`config.mk`:
```
export PLATFORM = sky130hd
export DESIGN_NAME = hash_regfront
export DESIGN_NICKNAME = d
export VERILOG_FILES = /design/src/rtl/hrf_pkg.sv /design/src/rtl/hrf_shadow.sv /design/src/rtl/hrf_digest.sv /design/src/rtl/hash_regfront.sv
export SDC_FILE = /design/constraint.sdc
export NUM_CORES = 1
export LEC_CHECK = 0
export BUFFER_PORTS_ARGS = -buffer_cell sky130_fd_sc_hd__buf_2
export CAP_MARGIN = 20
export CORE_ASPECT_RATIO = 0.75
export CORE_MARGIN = 4
export CORE_UTILIZATION = 35
export DETAILED_ROUTE_END_ITERATION = 7
export GPL_ROUTABILITY_DRIVEN = 0
export GPL_TIMING_DRIVEN = 0
export PLACE_DENSITY = 0.67
export SLEW_MARGIN = 20
export SYNTH_ARGS = -nofsm -noshare
export SYNTH_HDL_FRONTEND = slang
export SYNTH_HIERARCHICAL = 1
export SYNTH_SLANG_ARGS = --single-unit
```
`constraint.sdc`:
```
create_clock -name clk -period 5 [get_ports clk]
set_input_delay 0.25 -clock clk [delete_from_list [all_inputs] [get_ports clk]]
set_output_delay 0.25 -clock clk [all_outputs]
set_load 0.02 [all_outputs]
```
`src/rtl/hrf_pkg.sv`:
```
package hrf_pkg;
   localparam int unsigned B_START  = 0;
   localparam int unsigned B_STOP   = 1;
   localparam int unsigned B_LAST   = 5;
   localparam int unsigned B_DMA    = 7;
   localparam int unsigned B_MODE   = 8;
   localparam int unsigned B_OSWAP  = 22;
   localparam int unsigned B_ISWAP  = 23;
   localparam int unsigned S_BUSY   = 0;
   localparam int unsigned S_DBUSY  = 1;
   localparam int unsigned S_DERR   = 8;
   localparam int unsigned S_REQ    = 16;

   // word index (byte address / 4) of each register
   localparam int unsigned W_CTL    = 0;
   localparam int unsigned W_STS    = 1;
   localparam int unsigned W_DIG0   = 2;
   localparam int unsigned W_KEY    = 18;
   localparam int unsigned W_SADDR  = 19;
   localparam int unsigned W_BCNT   = 20;
   localparam int unsigned W_DIN    = 21;

   function automatic int unsigned digest_words(input logic [2:0] code);
      case (code)
         3'b100:  return 8;
         3'b101:  return 7;
         3'b111:  return 12;
         3'b110:  return 0;
         default: return 5;
      endcase
   endfunction

   function automatic logic [31:0] rev_bytes(input logic [31:0] w);
      return {w[7:0], w[15:8], w[23:16], w[31:24]};
   endfunction
endpackage

```
`src/rtl/hrf_shadow.sv`:
```
module hrf_shadow #(
   parameter int N = 3,
   parameter int W = 32
) (
   input  logic                clk,
   input  logic                rst_n,
   input  logic [N-1:0]        sw_we,
   input  logic [W-1:0]        sw_wdata,
   input  logic                load,
   output logic [N-1:0][W-1:0] sw_q,
   output logic [N-1:0][W-1:0] work_q
);
   for (genvar i = 0; i < N; i++) begin : g_reg
      always_ff @(posedge clk or negedge rst_n) begin
         if (!rst_n) begin
            sw_q[i]   <= '0;
            work_q[i] <= '0;
         end else begin
            if (sw_we[i]) sw_q[i] <= sw_wdata;
            if (load) work_q[i] <= sw_q[i];
         end
      end
   end
endmodule

```
`src/rtl/hrf_digest.sv`:
```
module hrf_digest
   import hrf_pkg::*;
#(
   parameter int NW = 12,
   parameter int W  = 32,
   parameter int IW = 6
) (
   input  logic          clk,
   input  logic          rst_n,
   input  logic          cap,
   input  logic [NW*W-1:0] din,
   input  logic [2:0]    mode,
   input  logic          hit,
   input  logic [IW-1:0] idx,
   input  logic          oswap,
   output logic [W-1:0]  rword
);
   logic [W-1:0] store [NW];
   logic [W-1:0] pick;

   for (genvar i = 0; i < NW; i++) begin : g_word
      always_ff @(posedge clk or negedge rst_n) begin
         if (!rst_n)   store[i] <= '0;
         else if (cap) store[i] <= din[i*W +: W];
      end
   end

   always_comb begin
      pick = '0;
      for (int i = 0; i < NW; i++) begin
         if (hit && idx == IW'(i) && i < int'(digest_words(mode))) pick = store[i];
      end
      rword = oswap ? rev_bytes(pick) : pick;
   end
endmodule

```
`src/rtl/hash_regfront.sv`:
```
module hash_regfront
   import hrf_pkg::*;
#(
   parameter int AW   = 8,
   parameter int DW   = 32,
   parameter int NDIG = 12
) (
   input  logic            clk,
   input  logic            rst_n,
   input  logic            bus_we,
   input  logic [AW-1:0]   bus_addr,
   input  logic [DW-1:0]   bus_wdata,
   output logic [DW-1:0]   bus_rdata,
   output logic            core_start,
   output logic            core_abort,
   output logic [2:0]      core_mode,
   output logic            core_last,
   output logic            core_dma,
   output logic [DW-1:0]   core_keycnt,
   output logic [DW-1:0]   core_saddr,
   output logic [DW-1:0]   core_bytecnt,
   output logic            din_valid,
   output logic [DW-1:0]   din_data,
   input  logic            din_ready,
   input  logic            core_done,
   input  logic [NDIG*DW-1:0] core_digest,
   input  logic            dma_busy,
   input  logic            dma_err
);
   localparam int WIW = AW - 2;
   localparam int NSH = 3;

   if (DW != 32) begin : g_bad_dw
      $error("hash_regfront: byte reversal is defined for 32-bit words only");
   end
   if (NDIG < 12) begin : g_bad_ndig
      $error("hash_regfront: the widest algorithm needs twelve digest words");
   end
   if ((W_DIN + 1) * 4 > (1 << AW)) begin : g_bad_aw
      $error("hash_regfront: address width too small for the register map");
   end

   logic [WIW-1:0] widx;
   assign widx = bus_addr[AW-1:2];

   logic ctl_we, din_we, stop_req, start_acc;
   logic ctl_last, ctl_dma, ctl_oswap, ctl_iswap;
   logic [2:0] ctl_mode;
   logic busy_q, req_q, derr_q, start_q, abort_q, dv_q;
   logic [DW-1:0] din_sw_q, dd_q;

   assign ctl_we    = bus_we && widx == WIW'(W_CTL);
   assign din_we    = bus_we && widx == WIW'(W_DIN);
   assign stop_req  = ctl_we && bus_wdata[B_STOP];
   assign start_acc = ctl_we && bus_wdata[B_START] && !busy_q && !stop_req;

   // control fields
   always_ff @(posedge clk or negedge rst_n) begin
      if (!rst_n) begin
         ctl_last <= 1'b0; ctl_dma <= 1'b0; ctl_mode <= '0;
         ctl_oswap <= 1'b0; ctl_iswap <= 1'b0;
      end else if (ctl_we) begin
         ctl_last  <= bus_wdata[B_LAST];
         ctl_dma   <= bus_wdata[B_DMA];
         ctl_mode  <= bus_wdata[B_MODE +: 3];
         ctl_oswap <= bus_wdata[B_OSWAP];
         ctl_iswap <= bus_wdata[B_ISWAP];
      end
   end

   // job state and pulses
   always_ff @(posedge clk or negedge rst_n) begin
      if (!rst_n) begin
         busy_q <= 1'b0; req_q <= 1'b0; derr_q <= 1'b0;
         start_q <= 1'b0; abort_q <= 1'b0;
      end else begin
         start_q <= start_acc;
         abort_q <= stop_req;
         if (stop_req)                busy_q <= 1'b0;
         else if (start_acc)          busy_q <= 1'b1;
         else if (core_done && busy_q) busy_q <= 1'b0;
         req_q <= busy_q && !stop_req && !core_done && !ctl_dma && din_ready && !din_we;
         if (start_acc)             derr_q <= 1'b0;
         else if (busy_q && dma_err) derr_q <= 1'b1;
      end
   end

   // programmed-I/O data port
   always_ff @(posedge clk or negedge rst_n) begin
      if (!rst_n) begin
         din_sw_q <= '0; dv_q <= 1'b0; dd_q <= '0;
      end else begin
         dv_q <= din_we && req_q;
         if (din_we) din_sw_q <= bus_wdata;
         if (din_we && req_q) dd_q <= ctl_iswap ? rev_bytes(bus_wdata) : bus_wdata;
      end
   end

   // shadowed operation parameters: 0 key count, 1 source address, 2 byte count
   logic [NSH-1:0]         sh_we;
   logic [NSH-1:0][DW-1:0] sh_sw, sh_wk;
   assign sh_we = {bus_we && widx == WIW'(W_BCNT),
                   bus_we && widx == WIW'(W_SADDR),
                   bus_we && widx == WIW'(W_KEY)};

   hrf_shadow #(.N(NSH), .W(DW)) u_shadow (
      .clk(clk), .rst_n(rst_n), .sw_we(sh_we), .sw_wdata(bus_wdata),
      .load(start_acc), .sw_q(sh_sw), .work_q(sh_wk));

   // digest capture and readout
   logic dig_hit;
   logic [WIW-1:0] dig_idx;
   logic [DW-1:0] dig_word;
   assign dig_hit = widx >= WIW'(W_DIG0) && widx < WIW'(W_DIG0 + NDIG);
   assign dig_idx = widx - WIW'(W_DIG0);

   hrf_digest #(.NW(NDIG), .W(DW), .IW(WIW)) u_digest (
      .clk(clk), .rst_n(rst_n), .cap(core_done && busy_q), .din(core_digest),
      .mode(ctl_mode), .hit(dig_hit), .idx(dig_idx), .oswap(ctl_oswap),
      .rword(dig_word));

   // read mux
   always_comb begin
      bus_rdata = '0;
      if (widx == WIW'(W_CTL)) begin
         bus_rdata[B_LAST]      = ctl_last;
         bus_rdata[B_DMA]       = ctl_dma;
         bus_rdata[B_MODE +: 3] = ctl_mode;
         bus_rdata[B_OSWAP]     = ctl_oswap;
         bus_rdata[B_ISWAP]     = ctl_iswap;
      end else if (widx == WIW'(W_STS)) begin
         bus_rdata[S_BUSY]  = busy_q;
         bus_rdata[S_DBUSY] = busy_q && dma_busy;
         bus_rdata[S_DERR]  = derr_q;
         bus_rdata[S_REQ]   = req_q;
      end else if (widx == WIW'(W_KEY))   bus_rdata = sh_sw[0];
      else if (widx == WIW'(W_SADDR))     bus_rdata = sh_sw[1];
      else if (widx == WIW'(W_BCNT))      bus_rdata = sh_sw[2];
      else if (widx == WIW'(W_DIN))       bus_rdata = din_sw_q;
      else if (dig_hit)                   bus_rdata = dig_word;
   end

   assign core_start   = start_q;
   assign core_abort   = abort_q;
   assign core_mode    = ctl_mode;
   assign core_last    = ctl_last;
   assign core_dma     = ctl_dma;
   assign core_keycnt  = sh_wk[0];
   assign core_saddr   = {sh_wk[1][DW-1:2], 2'b00};
   assign core_bytecnt = sh_wk[2];
   assign din_valid    = dv_q;
   assign din_data     = dd_q;
endmodule

```
==> results.yml <==
synth:
  yosysWarnings: 6
  netlist_instances: 2205
  synth_area_per_cell_um2: 13.6
  netlist_area_um2: 30000
timing:
  maxSlewHeadroom: 0.249
  hold_violations: 0
  drv_slew: 0
  worst_slack_ps: 126
  min_period_over_period: 0.975
  setup_viol: 0
  fin_skew_ps: 21.9
  max_clock_freq_mhz: 205
  worst_pin_slew_ps: 1130
  fin_crit_ps: 4870
drt:
  wl_met1_um: 55300
  drtPass1Iterations: 5
  routed.top_layer: "met5"
  antenna_left: 0
  wl_met3_um: 11400
  wl_um: 128000
  routedWlPerCell_um: 28.3
  num_vias: 25100
  vias_per_cell: 5.54
  route.met2.wl_um: 55700
  drcViolationCount: 0
  drt_iter0_markers: 2832
worst_setup_path:
  cp-startpoint: "bus_addr[3]"
  cp-start-kind: "input port"
  endpoint: "bus_rdata[10]"
  critPathRequiredTime_ps: 4750
  r2r_cells: 5
  end_kind: "primary output"
  worstPathArrival_ps: 4620
  setup.worst_path.class: "input port to primary output"
  worstPathMaxFanout: 10
  reg2reg_slack_ps: 1910
  r2r-end: "u_digest/store[37]"
  reg2reg_from: "busy_q"
layout:
  syn_to_final_growth_pct: 38.1
  drive_above_1_share: 0.442
  final_util: 0.491
  n_fill_cell: 7472
  stdcell_count: 4519
  seq_area_um2: 16300
  multi_input_area_um2: 13000
  fin_nets: 3736
die:
  core_um2: 84500
  rows: 92
  io_pins: 599
  die_x_um: 346
  dieArea_um2: 90600
  fp.dieH_um: 262
  initial_core_util: 0.355
power_and_ir_drop:
  internal_power_uw: 9480
  switching_power_uw: 3320
  peakVddDrop_uv: 217
  power.leakage_uw: 0.0201
  swShare: 0.259
  pwr-share-clk: 0.425
  p_seq_frac: 0.458
  power.density_nw_per_um2: 309
  combinationalPowerShare: 0.118
placement:
  dp_hpwl_um: 94900
  port-buffer-count: 591
  dp_cells: 3932
  preCtsSetupSlack_ps: -531
grt:
  grt_pass1_wl_um: 180000
  grt_max_degree: 97
  grt_pass1_vias: 26100
  antenna_found_initial: 53
  grt_overflow: 0
  grt_usage: 0.273
clocking:
  h-tree-depth: 3
  numCtsBuffers: 71
  cts-root-buf: "clkbuf_16"
  clock_latency_ps: 630
  clk_pin_slew_worst_paths_ps: 60
  cts.sinks: 651
  cts_tree: "built"
  cts_buffer_depth: 3
hold_path:
  worstHoldPathCells: 2
  hold_class: "input port to register"
outcome:
  outcome: "finished clean"
flow_run:
  cap_violations: 0
-- stage by stage --
stage	setup TNS [ps]	power [uW]	hold slack [ps]	instance area [um2]
after floorplan	0	6450	-45.6	30000
after global placement	-6771000	7080	460	34400
after detailed placement	-9900	7130	171	34600
after CTS	-14.5	12800	3.91	41300
after global routing	-5.40	13200	12.4	41400
final	0	12800	44.9	41500
-- worst max-delay path, cell delays in order --
cell and delay [ps]:
buf_2 100, buf_6 140, clkinvlp_4 170, ha_1 270, xor2_1 210, or4b_1 600
buf_6 180, or4_1 670, buf_2 230, buf_6 180, o221ai_1 360, a22oi_1 180
o211a_1 220, a221o_1 370, a211o_1 290, buf_2 180
-- power groups by stage --
stage / sequential (uW) / combinational [uW] / clock (uW)
finish: 5860 / 1510 / 5440
global route: 5890 / 1610 / 5720
CTS: 5840 / 1480 / 5500
detailed placement: 5940 / 1190 / 0
global placement: 5930 / 1150 / 0
floorplan: 5850 / 599 / 0
-- sequential cells by signal, indices dropped and copies added, names as in the netlist --
signal and cells:
derr_q 1, ctl_oswap 1, din_data 32, u_shadow/sw_q 96
din_valid 1, core_last 1, din_sw_q 32, u_shadow/work_q 94
u_digest/store 384, req_q 1, busy_q 1, ctl_iswap 1
core_dma 1, core_mode 3, core_start 1, core_abort 1
-- final cells by class --
| type | count | share of cell area |
|---|---|---|
| Timing Repair Buffer | 1024 | 0.179 |
| Tap cell | 1128 | 0.0340 |
| Antenna cell | 32 | 0.00193 |
| Buffer | 168 | 0.0213 |
| Multi-Input combinational cell | 1373 | 0.313 |
| Clock buffer | 101 | 0.0499 |
| Sequential cell | 651 | 0.393 |
| Clock inverter | 28 | 0.00754 |
| Inverter | 14 | 0.00136 |
-- what timing repair did --
action | in CTS | in global routing
resized for setup | 18 | 30
endpoints found under the setup margin | 32 | 24
setup buffers | 9 | 4
pin swaps | 3 | 1
endpoints found under the hold margin | 721 | 0
hold buffers | 413 | 0
cloned | 0 | 0
-- cells in the final DEF (no fill, tap or decap), types with 33 or more instances in the layout --
cell and n:
a22oi_1 54, mux2i_1 72, o21ai_0 67, mux2_4 40
mux2_2 563, a21oi_1 51, o22ai_1 47, dfrtp_1 651
dlygate4sd3_1 413, a221oi_1 33, buf_2 623, clkbuf_16 71
clkbuf_1 101, nand2_1 95
-- per-layer routing --
| layer | track usage | up-vias |
|---|---|---|
| met5 | 0 | - |
| met4 | 0.102 | 36 |
| met3 | 0.0753 | 327 |
| met2 | 0.411 | 1280 |
| met1 | 0.378 | 12800 |
| li1 | - | 10600 |
-- how the worst min path moves through the flow --
stage	startpoint	end	slack (ps)
6_report	bus_wdata[10]	din_sw_q[10]	40
5_1_grt	bus_wdata[10]	din_sw_q[10]	10
3_3_place_gp	din_data[20]	din_data[20]	460
2_1_floorplan	rst_n	busy_q	-50
3_5_place_dp	rst_n	u_shadow/work_q[24]	170
4_1_cts	bus_wdata[10]	din_sw_q[10]	4
Note: power is estimated with default switching activity, not from simulation.
